## config.mk

```make
export PLATFORM = sky130hd
export DESIGN_NAME = ialign_epc_unit
export DESIGN_NICKNAME = d
export VERILOG_FILES = /design/src/rtl/ialign_pkg.sv /design/src/rtl/ialign_ctrl.sv /design/src/rtl/fetch_align_chk.sv /design/src/rtl/epc_reg.sv /design/src/rtl/ialign_epc_unit.sv
export SDC_FILE = /design/constraint.sdc
export NUM_CORES = 1
export LEC_CHECK = 0
export BUFFER_PORTS_ARGS = -buffer_cell sky130_fd_sc_hd__buf_4
export CAP_MARGIN = 20
export CORE_UTILIZATION = 30
export CTS_CLUSTER_DIAMETER = 60
export DETAILED_ROUTE_END_ITERATION = 6
export PLACE_DENSITY_LB_ADDON = 0.25
export SETUP_SLACK_MARGIN = 0.1
export SYNTH_ARGS = -nofsm -noshare
export SYNTH_HDL_FRONTEND = slang
export SYNTH_SLANG_ARGS = --single-unit
```

## constraint.sdc

```tcl
create_clock -name clk -period 1 [get_ports clk]
set_input_delay 0 -clock clk [delete_from_list [all_inputs] [get_ports clk]]
set_output_delay 0 -clock clk [all_outputs]
set_load 0.02 [all_outputs]
```

## src/rtl/ialign_pkg.sv

```systemverilog
package ialign_pkg;
  typedef enum logic {IALIGN_16 = 1'b0, IALIGN_32 = 1'b1} ialign_e;
  typedef enum logic {SEL_M = 1'b0, SEL_S = 1'b1} priv_sel_e;
  localparam int unsigned NUM_EPC = 2;
endpackage

```

## src/rtl/ialign_ctrl.sv

```systemverilog
module ialign_ctrl
  import ialign_pkg::*;
(
  input  logic    clk,
  input  logic    rst,
  input  logic    cext_we,
  input  logic    cext_wdata,
  output ialign_e mode_q
);
  always_ff @(posedge clk) begin
    if (rst)          mode_q <= IALIGN_16;
    else if (cext_we) mode_q <= cext_wdata ? IALIGN_16 : IALIGN_32;
  end
endmodule

```

## src/rtl/fetch_align_chk.sv

```systemverilog
module fetch_align_chk
  import ialign_pkg::*;
#(
  parameter int unsigned XLEN = 32
) (
  input  logic            clk,
  input  logic            rst,
  input  ialign_e         mode,
  input  logic            fetch_valid,
  input  logic [XLEN-1:0] fetch_addr,
  output logic            go_q,
  output logic            fault_q,
  output logic [XLEN-1:0] fault_addr_q
);
  logic misal;
  // Bit 0 is never set in a real fetch; only bit 1 matters under 32-bit mode.
  assign misal = (mode == IALIGN_32) && fetch_addr[1];

  always_ff @(posedge clk) begin
    if (rst) begin
      go_q         <= 1'b0;
      fault_q      <= 1'b0;
      fault_addr_q <= '0;
    end else begin
      go_q    <= fetch_valid && !misal;
      fault_q <= fetch_valid && misal;
      if (fetch_valid && misal) fault_addr_q <= fetch_addr;
    end
  end
endmodule

```

## src/rtl/epc_reg.sv

```systemverilog
module epc_reg
  import ialign_pkg::*;
#(
  parameter int unsigned XLEN        = 32,
  parameter bit          HARDWIRE_B1 = 1'b0
) (
  input  logic            clk,
  input  logic            rst,
  input  ialign_e         mode,
  input  logic            csr_we,
  input  logic [XLEN-1:0] csr_wdata,
  input  logic            trap_we,
  input  logic [XLEN-1:0] trap_pc,
  output logic [XLEN-1:0] rd_val
);
  logic [XLEN-1:0] store_q;
  logic [XLEN-1:0] wsrc;
  logic [XLEN-1:0] wmasked;
  logic            clr_b1;
  logic            rd_b1;

  assign wsrc   = trap_we ? trap_pc : csr_wdata;
  assign clr_b1 = HARDWIRE_B1 && (mode == IALIGN_32);
  assign wmasked = {wsrc[XLEN-1:2], wsrc[1] & ~clr_b1, 1'b0};

  always_ff @(posedge clk) begin
    if (rst)                    store_q <= '0;
    else if (trap_we || csr_we) store_q <= wmasked;
  end

  assign rd_b1  = store_q[1] & (mode == IALIGN_16);
  assign rd_val = {store_q[XLEN-1:2], rd_b1, 1'b0};
endmodule

```

## src/rtl/ialign_epc_unit.sv

```systemverilog
module ialign_epc_unit
  import ialign_pkg::*;
#(
  parameter int unsigned XLEN        = 32,
  parameter bit          HARDWIRE_B1 = 1'b0
) (
  input  logic            clk,
  input  logic            rst,
  input  logic            cext_we,
  input  logic            cext_wdata,
  input  logic            fetch_valid,
  input  logic [XLEN-1:0] fetch_addr,
  input  logic            trap_enter,
  input  logic            trap_sel,
  input  logic [XLEN-1:0] trap_pc,
  input  logic            xret,
  input  logic            xret_sel,
  input  logic [1:0]      epc_we,
  input  logic [XLEN-1:0] epc_wdata,
  output logic            ialign32_o,
  output logic            fetch_go_o,
  output logic            fault_o,
  output logic [XLEN-1:0] fault_addr_o,
  output logic [XLEN-1:0] mepc_o,
  output logic [XLEN-1:0] sepc_o,
  output logic            ret_valid_o,
  output logic [XLEN-1:0] ret_pc_o
);
  ialign_e         mode;
  logic [XLEN-1:0] epc_rd [NUM_EPC];

  ialign_ctrl u_ctrl (
    .clk       (clk),
    .rst       (rst),
    .cext_we   (cext_we),
    .cext_wdata(cext_wdata),
    .mode_q    (mode)
  );

  fetch_align_chk #(.XLEN(XLEN)) u_fchk (
    .clk         (clk),
    .rst         (rst),
    .mode        (mode),
    .fetch_valid (fetch_valid),
    .fetch_addr  (fetch_addr),
    .go_q        (fetch_go_o),
    .fault_q     (fault_o),
    .fault_addr_q(fault_addr_o)
  );

  for (genvar g = 0; g < NUM_EPC; g++) begin : g_epc
    logic trap_hit;
    assign trap_hit = trap_enter && (trap_sel == g[0]);
    epc_reg #(.XLEN(XLEN), .HARDWIRE_B1(HARDWIRE_B1)) u_epc (
      .clk      (clk),
      .rst      (rst),
      .mode     (mode),
      .csr_we   (epc_we[g]),
      .csr_wdata(epc_wdata),
      .trap_we  (trap_hit),
      .trap_pc  (trap_pc),
      .rd_val   (epc_rd[g])
    );
  end

  assign ialign32_o = (mode == IALIGN_32);
  assign mepc_o     = epc_rd[SEL_M];
  assign sepc_o     = epc_rd[SEL_S];

  always_ff @(posedge clk) begin
    if (rst) begin
      ret_valid_o <= 1'b0;
      ret_pc_o    <= '0;
    end else begin
      ret_valid_o <= xret;
      if (xret) ret_pc_o <= xret_sel ? epc_rd[SEL_S] : epc_rd[SEL_M];
    end
  end
endmodule

```

After elaboration in Yosys (flattened, before gate mapping)

Index checks and enable logic that the tools add are counted.

Shifts and indexed selects: 0
Muxes and demuxes: 4
Div/mod/pow operators: 0
Add/subtract/negate cells: 0
$mul: 0
Equal/unequal tests: 0
Reductions and logical operators: 8
$lt $le $gt $ge: 0
Bitwise gates (word level): 4

Operators with widths:

| kind              | number |
|---|---|
| 32-bit 2-to-1 mux | 3 |
| 1-bit logical AND | 5 |
| 1-bit AND         | 2 |
| 1-bit logical OR  | 2 |
| 1-bit NOT         | 2 |
| 1-bit logical NOT | 1 |
| 1-bit 2-to-1 mux  | 1 |

Input port bits: 107
Output and inout bits: 132
Bits in registers: 130
RAM bits: 0
Memories: 0
Bits in latches: 0
Bits in read-only memories: 0

Depth between registers and ports, before layout

Gate-level depths: netlist of the first run.

Word-level depth: 3
Depth in mapped cells: 4

Cells and area by module

Synthesis of the first run repeated with hierarchy kept, for this count alone.

Cell total of the unflattened synthesis: 639
Area total of the unflattened synthesis: 6466.2 um^2

Modules (own cells, without submodules):

| module          | area an instance (um^2) | cells each | seq. area each (um^2) | times used |
|---|---|---|---|---|
| epc_reg         | 1716.6                  | 172        | 620.6                 | 2 |
| fetch_align_chk | 1512.7                  | 145        | 680.7                 | 1 |
| ialign_epc_unit | 1488.9                  | 147        | 660.6                 | 1 |
| ialign_ctrl     | 31.3                    | 3          | 20.0                  | 1 |

Least setup slack after synthesis of the first run

OpenSTA, ideal clock, no wires.

Path type: register to register
Start: register u_ctrl.mode_q
End: register u_fchk.fault_addr_q[0]
Setup time: 0.072 ns
Path buffers: 2
Required time: 0.928 ns
Arrival: 1.161 ns
Period minus slack after synthesis: 1.233 ns
Path slack: -0.233 ns
Cell stages (with the launch flop): 5
Cell sequence: dfxtp_1 > and3_1 > buf_6 > buf_8 > mux2i_1

Cells in the longest elaborated chain, start to end: 2

RTL lines:

| element                  | line                  | RTL |
|---|---|---|
| start: declaration       | ialign_ctrl.sv:8      | `output ialign_e mode_q` |
| start signal: assignment | ialign_ctrl.sv:12     | `else if (cext_we) mode_q <= cext_wdata ? IALIGN_16 : IALIGN_32;` |
| 1-bit logical AND        | fetch_align_chk.sv:17 | `assign misal = (mode == IALIGN_32) && fetch_addr[1];` |
| 1-bit logical AND        | fetch_align_chk.sv:27 | `if (fetch_valid && misal) fault_addr_q <= fetch_addr;` |
| end signal: assignment   | fetch_align_chk.sv:27 |  |
| end: declaration         | fetch_align_chk.sv:13 | `output logic [XLEN-1:0] fault_addr_q` |

No other way between the ends.
A chain may end at the register's enable or synchronous reset.

Worst setup path after layout of the first run

Start: register u_ctrl.mode_q
End: output port ialign32_o

RTL lines:

| element          | line                  | RTL |
|---|---|---|
| end: declaration | ialign_epc_unit.sv:20 | `output logic ialign32_o,` |

No word-level cell between the ends.

==> results of run 1 <==
stage by stage:
step                TNS [ps]  cells  setup slack (ps)
floorplan              -1740    643             -56.2
global route           -3740   1254              -184
CTS                    -2090   1229              -151
finish                 -1960   1254              -121
global placement       -61.3   1060             -20.7
detailed placement      -710   1060             -47.1
worst max-delay path: cells and delay by family (launching register included):
kind	cells	cell delay (ps)
flops	1	350
buf+inv	3	370
cell usage in the layout, fill, tap and decap left out, drive strengths merged:
| cell type | netlist | routed |
|---|---|---|
| inv | 1 | 2 |
| nand2b | 63 | 63 |
| dfxtp | 129 | 129 |
| bufinv | 0 | 5 |
| conb | 1 | 3 |
| clkinv | 0 | 5 |
| and3 | 1 | 1 |
| a311oi | 1 | 1 |
| nor3b | 31 | 31 |
| nand2 | 1 | 1 |
| a31oi | 1 | 1 |
| a211oi | 94 | 94 |
| and3b | 31 | 31 |
| buf | 102 | 327 |
| mux2i | 123 | 123 |
| or3b | 1 | 1 |
| nor2 | 33 | 33 |
| nand3b | 1 | 1 |
| clkbuf | 23 | 25 |
| dlygate4sd3 | 0 | 98 |
| nor2b | 4 | 4 |
routing by layer:
metal	global-route usage	up-vias	wire, um
met5	0	-	0
met1	0.212	2682	9180
met2	0.301	173	10100
met3	0.0599	14	1470
met4	0.0469	0	214
li1	-	2866	-
synth_stat cells:
cell type / count
and3_1: 1
or3b_1: 1
nand3b_1: 1
nand2_1: 1
buf_6: 13
nand2b_4: 1
mux2i_1: 123
clkbuf_1: 23
buf_2: 19
nand2b_1: 62
buf_8: 3
buf_4: 67
a311oi_2: 1
conb_1: 1
and3b_1: 31
dfxtp_1: 129
nor3b_1: 31
nor2_1: 33
a31oi_1: 1
nor2b_1: 4
a211oi_1: 94
inv_1: 1
sequential cells by signal, summed over array words and instances (netlist names):
signal,count
u_fchk.fault_addr_q,32
ret_valid_o,1
g_epc.u_epc.store_q,62
u_ctrl.mode_q,1
u_fchk.go_q,1
ret_pc_o,31
u_fchk.fault_q,1
path summary, 6_finish.rpt:
kind,from,end,cells after the start,slack [ps]
worst min-delay path,epc_we[1],g_epc[1].u_epc.store_q[10],3,30
worst max-delay path,u_ctrl.mode_q,ialign32_o,3,-120
worst max register to register,u_ctrl.mode_q,u_fchk.fault_addr_q[16],3,-90
worst min register to register,u_fchk.fault_addr_q[14],u_fchk.fault_addr_q[14],2,480
power breakdown:
| part | internal, mW | switching [mW] | leakage, nW |
|---|---|---|---|
| sequential | 5.54 | 0.272 | 1.11 |
| combinational | 1.96 | 1.52 | 3.47 |
| clock | 4.73 | 2.40 | 0.333 |
kinds of logic after synthesis:
| logic type | share of synthesized area |
|---|---|
| buffers and inverters | 0.135 |
| muxes | 0.189 |
| AOI/OAI and AO/OA | 0.112 |
| DFF | 0.397 |
| other | 0.000576 |
| and+or+nand+nor | 0.166 |
final cells by class:
type / count / area share
Inverter: 1 / 0.000339
Clock inverter: 11 / 0.0180
Timing Repair Buffer: 429 / 0.376
Sequential cell: 129 / 0.248
Tap cell: 275 / 0.0311
Multi-Input combinational cell: 388 / 0.283
Clock buffer: 21 / 0.0435
timing repair:
item                                   4_1_cts  5_1_grt
resized for setup                          238       32
cloned                                       0        4
setup endpoints to repair                  155      128
pin swaps                                    0        5
endpoints found under the hold margin       99        0
hold buffers                                98        0
setup buffers                               39       21
==> out/results.txt, run 1 <==
status -> complete, but fails checks
failing checks -> negative setup slack
Setup CP Type -> reg -> out
post-route worst setup slack -> -121 ps
critical path endpoint category -> output port
synthesized area -> 0.00650 sq mm
die area -> 0.0223 sq mm
post-layout util -> 0.523
area leader, netlist -> dfxtp_1
gpl congestion -> 0.708
skew final -> 6.03 ps
worst-path fanout max -> 4
Num CTS Buffers -> 17
DP Area -> 0.00813 sq mm
Fmax achieved -> 892 MHz
first-pass GRT wire length -> 30700 um
slowest CP cell -> dfxtp_4
Synth top area share -> 0.397
Detailed Route WL -> 21000 um
hold slack -> 31.1 ps
Filler cells -> 1879
layout cells sized above 1 -> 0.514
sequential fraction of the synthesis area -> 0.397
Chip Width -> 149 um
Layout area overhead -> 70.1%
Power Dens Cells -> 1480 mW/mm^2
synthesized flop and latch total -> 129
WL per Instance -> 16.8 um
area of the multi-input gates -> 0.00313 sq mm
via count -> 5735
Final Critical Period -> 1120 ps
CTS max path bufs -> 2
CP max stage delay -> 350 ps
final slew viol count -> 0
n_diodes -> 0
leak pwr -> 4.91 nW
die height -> 149 um
Initial DRT Pass Iterations -> 4
initial core utilization -> 0.308
DRC violations left -> 0
Hold Path Class -> in -> reg
H-Tree Depth -> 4
VDD IR-drop max -> 0.880 mV
Sink Count -> 129
Final Cycle Share -> 1.12
final hold violation count -> 0
ranking of synthesized cells by area -> dfxtp_1, mux2i_1, a211oi_1, buf_4, nand2b_1
largest net degree at the start of global routing -> 53
Rows -> 53
vias in the first global route -> 5810
Sequential Area -> 0.00275 sq mm
Ports -> 239
initial antenna violation count -> 0
Synth Instances -> 641
clk root buf -> clkbuf_16
number of max-cap violations -> 0
Critical Path Source Type -> register
post-route antenna net violation count -> 0
routed vias/inst -> 4.57
Tot Pwr -> 16.4 mW
CTS tree -> yes
Nets -> 1073
grt total ovfl -> 0
core area -> 0.0212 sq mm
Clk pin slew, worst setup/hold paths -> 60 ps
Setup Viol. Count Final -> 32
IO buf count -> 233
YS warnings -> 0
Arr. time, crit path -> 1120 ps
gr usage total -> 0.177
clk_lat worst skew -> 410 ps
average cell area after synthesis -> 10.1 sq um
number of DRC markers in iteration 0 -> 132
HPWL after detailed placement -> 12500 um
Netlist cell types -> 22
most used cell, CP -> buf_6
Critical Path RT -> 1000 ps
Critical Path, Cell by Cell -> buf_6, buf_4, buf_6
RSZ-0062 raised after global routing -> yes
fin area -> 0.0111 sq mm
No activity file was read; power rests on OpenSTA's default activity.
==> run 2, diff against run 1 <==
--- a/config.mk
+++ b/config.mk
@@ -6,8 +6,9 @@
 export NUM_CORES = 1
 export LEC_CHECK = 0
 export BUFFER_PORTS_ARGS = -buffer_cell sky130_fd_sc_hd__buf_4
-export CAP_MARGIN = 20
-export CORE_UTILIZATION = 30
+export CAP_MARGIN = 0
+export CORE_MARGIN = 1
+export CORE_UTILIZATION = 45
 export CTS_CLUSTER_DIAMETER = 60
 export DETAILED_ROUTE_END_ITERATION = 6
 export PLACE_DENSITY_LB_ADDON = 0.25
==> run 2 against run 1 <==
The flow finishes with violations (negative hold slack, negative setup slack). Sequential share of layout area rose by 1.6 points. Combinational power fell by 6.0%. Clock-buffer cell count rose by 5. Final cell count fell by 11%. Clock skew barely moved. Non-clock buffer count fell by 45. Worst setup slack got worse by 47 ps. Core utilization rose by 23 points. Global-route usage rose by 9.4 points. Critical path type unchanged. Largest power group unchanged.
==> out/results.txt, run 2 (synthesized netlist as in run 1, its figures left out) <==
status -> complete, but fails checks
failing checks -> negative hold slack, negative setup slack
Final Critical Period -> 1170 ps
core area -> 0.0140 sq mm
area of the multi-input gates -> 0.00310 sq mm
Chip Width -> 122 um
Filler cells -> 876
gpl congestion -> 0.772
Final Non-Filler Cells -> 1112
hold_sp -> xret_sel
number of DRC markers in iteration 0 -> 322
worst r2r src -> u_ctrl.mode_q
vias in the first global route -> 6112
Ports -> 239
DRC violations left -> 0
Power Dens Cells -> 1440 mW/mm^2
worst-path fanout max -> 4
Slew @ Worst Pin -> 621 ps
Num CTS Buffers -> 17
routed vias/inst -> 5.35
gr usage total -> 0.271
leak pwr -> 4.63 nW
largest net degree at the start of global routing -> 54
skew final -> 5.84 ps
Sequential Area -> 0.00277 sq mm
layout cells sized above 1 -> 0.482
die height -> 122 um
Sink Count -> 129
Setup CP Type -> reg -> out
final slew viol count -> 0
Detailed Route WL -> 21300 um
clk root buf -> clkbuf_16
Biggest register -> g_epc.u_epc.store_q
n_diodes -> 0
RSZ-0062 raised after global routing -> yes
Hold Path Class -> in -> reg
Rows -> 43
Clk pin slew, worst setup/hold paths -> 50 ps
VDD IR-drop max -> 1.20 mV
Fmax achieved -> 856 MHz
most frequent cells in the layout -> buf_4, buf_6, mux2i_1
max reg flops -> 62
Arr. time, crit path -> 1170 ps
Setup Viol. Count Final -> 36
Worst Setup SP -> u_ctrl.mode_q
Tot Pwr -> 15.1 mW
post-route antenna net violation count -> 0
IO buf count -> 233
post-route worst setup slack -> -168 ps
initial antenna violation count -> 1
Critical Path Source Type -> register
clk_lat worst skew -> 410 ps
H-Tree Depth -> 4
CTS max path bufs -> 2
HPWL after detailed placement -> 11900 um
number of max-cap violations -> 0
grt total ovfl -> 0
Layout area overhead -> 61.1%
Initial DRT Pass Iterations -> 4
Placed Instances -> 953
die area -> 0.0149 sq mm
Final Cycle Share -> 1.17
largest registers -> g_epc.u_epc.store_q (62), u_fchk.fault_addr_q (32), ret_pc_o (31)
most common cell after layout, fill and taps aside -> buf_4
initial core utilization -> 0.465
Critical Path RT -> 1000 ps
Slew headroom -> 0.586
WL per Instance -> 19.2 um
final hold violation count -> 1
CTS tree -> yes
via count -> 5951
Nets -> 1028
hold slack -> -27.2 ps
first-pass GRT wire length -> 31300 um
critical path endpoint category -> output port
==> run 2: changes by cell type in the layout (fill, tap and decap cells not counted), sizes merged, moves of 3 or more <==
cell    previous run  this run
clkbuf            25        28
buf              327       283
clkinv             5         2
bufinv             5         1
==> run 2: layout make-up <==
type                    instances  share of cell area
multi-input cells             388               0.296
flip-flops and latches        129               0.264
repair buffers                384               0.363
clock buffers                  26              0.0505
inverters                       1            0.000358
well taps                     180              0.0215
clock inverters                 4             0.00454
==> run 2: metrics by stage <==
step / utilization / TNS, ps / hold slack, ps / setup slack, ps / cell area, sq um
floorplan: - / -1740 / 84.4 / -56.2 / 6520
global placement: 0.565 / -75.4 / 178 / -38.9 / 7910
detailed placement: 0.565 / -2110 / 182 / -62.2 / 7910
CTS: 0.726 / -3260 / -20.1 / -168 / 10200
global route: 0.749 / -4700 / -16.4 / -205 / 10500
finish: 0.749 / -3160 / -27.2 / -168 / 10500
==> run 2: per-layer routing <==
metal,GRT usage,share of wire,wire (um)
met1,0.307,0.39,8230
met2,0.484,0.52,11100
met3,0.0609,0.060,1280
met4,0.123,0.035,742
met5,0,0.00070,15
==> run 2: path summary, 6_finish.rpt <==
kind                                  end  cells past startpoint  slack, ps
setup / recovery                mepc_o[1]                      3       -170
hold / removal                ret_pc_o[1]                      3        -30
setup reg to reg   u_fchk.fault_addr_q[3]                      4       -130
hold reg to reg   u_fchk.fault_addr_q[28]                      2        480
==> run 2: what timing repair did <==
| action | CTS | global route |
|---|---|---|
| pin swaps | 0 | 6 |
| endpoints found under the setup margin | 145 | 132 |
| cloned | 1 | 2 |
| buffers inserted | 16 | 11 |
| gates resized for setup | 206 | 68 |
| endpoints found under the hold margin | 104 | 0 |
| hold buffers | 99 | 0 |
==> run 2: worst max-delay path, stage by stage, from the launching register on <==
cell and delay (ps):
dfxtp_4 350, buf_6 120, nor2b_1 120, buf_4 160
==> run 2: report_power, final <==
part	leakage (nW)	switching [mW]	internal [mW]
Clock	0.284	2.15	3.85
Combinational	3.23	1.48	1.79
Sequential	1.11	0.306	5.53
Total	4.63	3.94	11.2
==> run 3, diff against run 2 <==
--- a/config.mk
+++ b/config.mk
@@ -7,7 +7,7 @@
 export LEC_CHECK = 0
 export BUFFER_PORTS_ARGS = -buffer_cell sky130_fd_sc_hd__buf_4
 export CAP_MARGIN = 0
-export CORE_MARGIN = 1
+export CORE_MARGIN = 2
 export CORE_UTILIZATION = 45
 export CTS_CLUSTER_DIAMETER = 60
 export DETAILED_ROUTE_END_ITERATION = 6
==> run 3 against run 2 <==
Clock-buffer cell count shrank 4. Critical path type is now reg -> reg. Power grew 5.8%. The flow still finishes with violations (negative hold slack, negative setup slack). Core utilization grew 2.2 points. Largest cell class unchanged. Largest power group unchanged.
==> out/results.txt, run 3 (synthesized netlist as in run 1, its figures left out) <==
Arr. time, crit path -> 1480 ps
hold slack -> -13.6 ps
CTS max path bufs -> 2
Layout area overhead -> 65.8%
Setup CP Type -> reg -> reg
n_diodes -> 0
CTS tree -> yes
number of max-cap violations -> 0
CP max stage delay -> 350 ps
Detailed Route WL -> 21800 um
failing checks -> negative hold slack, negative setup slack
Hold Path End -> ret_pc_o[1]
layout cells sized above 1 -> 0.503
status -> complete, but fails checks
Biggest register -> g_epc.u_epc.store_q
leak pwr -> 4.81 nW
max reg flops -> 62
vias in the first global route -> 6220
Num CTS Buffers -> 17
initial antenna violation count -> 0
initial core utilization -> 0.465
via count -> 6034
most common cell after layout, fill and taps aside -> buf_4
Placed Instances -> 953
hold_sp -> xret
Setup Viol. Count Final -> 37
Final Cycle Share -> 1.15
VDD IR-drop max -> 1.18 mV
setup_tns -> -2930 ps
crit-path leading delay family -> flip-flops
Slew headroom -> 0.589
gr usage total -> 0.258
largest net degree at the start of global routing -> 75
R2R Path End -> u_fchk.fault_addr_q[10]
largest registers -> g_epc.u_epc.store_q (62), u_fchk.fault_addr_q (32), ret_pc_o (31)
H-Tree Depth -> 4
clk root buf -> clkbuf_16
final hold violation count -> 2
Crit path buffers/inverters -> 1
Nets -> 1053
R2R depth -> 3
most frequent cells in the layout -> buf_4, buf_6, dfxtp_2
post-route worst setup slack -> -149 ps
Sink Count -> 129
worst-path fanout max -> 6
post-route antenna net violation count -> 0
Critical Path RT -> 1330 ps
Final Non-Filler Cells -> 1139
core area -> 0.0140 sq mm
Reg2Reg Setup Slack -> -150 ps
IO buf count -> 233
Final Critical Period -> 1150 ps
Initial DRT Pass Iterations -> 4
routed vias/inst -> 5.30
worst r2r src -> u_ctrl.mode_q
Chip Width -> 124 um
Clk pin slew, worst setup/hold paths -> 60 ps
Fmax achieved -> 870 MHz
WL per Instance -> 19.2 um
clk_lat worst skew -> 420 ps
grt total ovfl -> 0
gpl congestion -> 0.769
Power Dens Cells -> 1480 mW/mm^2
final slew viol count -> 0
Ports -> 239
fin area -> 0.0108 sq mm
Tot Pwr -> 16.0 mW
skew final -> 8.74 ps
DP Area -> 0.00796 sq mm
die area -> 0.0154 sq mm
Filler cells -> 850
DRC violations left -> 0
Critical Path, Cell by Cell -> and3_4, clkbuf_16, mux2i_1
hold depth -> 3
die height -> 124 um
Slew @ Worst Pin -> 617 ps
Critical Path Source Type -> register
first-pass GRT wire length -> 32400 um
RSZ-0062 raised after global routing -> yes
HPWL after detailed placement -> 11900 um
Hold Path Class -> in -> reg
number of DRC markers in iteration 0 -> 333
Rows -> 43
critical path endpoint category -> register
slowest CP cell -> dfxtp_4
==> run 3: worst max-delay path by stage <==
stage | start | end | slack (ps) | cells past startpoint
2_1_floorplan | u_ctrl.mode_q | u_fchk.fault_addr_q[0] | -60 | 4
3_3_place_gp | u_ctrl.mode_q | ret_pc_o[1] | -20 | 2
3_5_place_dp | u_ctrl.mode_q | u_fchk.fault_addr_q[27] | -40 | 3
4_1_cts | u_ctrl.mode_q | sepc_o[1] | -150 | 3
5_1_grt | u_ctrl.mode_q | mepc_o[1] | -180 | 3
6_report | u_ctrl.mode_q | u_fchk.fault_addr_q[10] | -150 | 3
==> run 3: metal layers <==
metal / share of wire / routed length (um) / track usage / up-vias
li1: - / - / - / 2828
met1: 0.39 / 8560 / 0.294 / 2911
met2: 0.52 / 11400 / 0.460 / 242
met3: 0.060 / 1310 / 0.0749 / 53
met4: 0.029 / 628 / 0.0899 / 0
met5: 0 / 0 / 0 / -
==> run 3: metrics by stage <==
stage | worst slack, ps | hold slack (ps) | util
2_1_floorplan | -56.2 | 84.4 | -
3_3_place_gp | -22.9 | 180 | 0.569
3_5_place_dp | -43.1 | 197 | 0.569
4_1_cts | -154 | 6.71 | 0.748
5_1_grt | -176 | 9.81 | 0.771
6_report | -149 | -13.6 | 0.771
==> run 3: worst reg2reg max path: cells and delay by family, from the launching register on <==
kind / cells / cell delay (ps)
buffers and inverters: 1 / 200
multiplexers: 1 / 220
AND/OR/NAND/NOR: 1 / 300
flip-flops: 1 / 350
==> run 3: layout make-up <==
cell class / instances / area, sq um / area share
multi-input combinational: 388 / 3140 / 0.291
tap: 180 / 225 / 0.0209
clock inverter: 10 / 154 / 0.0143
sequential: 129 / 2750 / 0.255
timing repair buffer: 409 / 4030 / 0.374
inverter: 1 / 3.75 / 0.000348
clock buffer: 22 / 484 / 0.0449
==> run 3: power breakdown <==
part           switching [mW]  internal, mW  total (mW)
registers               0.280          5.54        5.82
logic                    1.54          1.90        3.44
clock network            2.30          4.42        6.72
==> run 3: what timing repair did <==
| action | 4_1_cts | 5_1_grt |
|---|---|---|
| gates cloned | 1 | 2 |
| hold buffers | 100 | 1 |
| gates resized for setup | 235 | 37 |
| setup endpoints to repair | 155 | 141 |
| setup buffers | 32 | 19 |
| endpoints found under the hold margin | 104 | 2 |
| pin swaps | 2 | 15 |
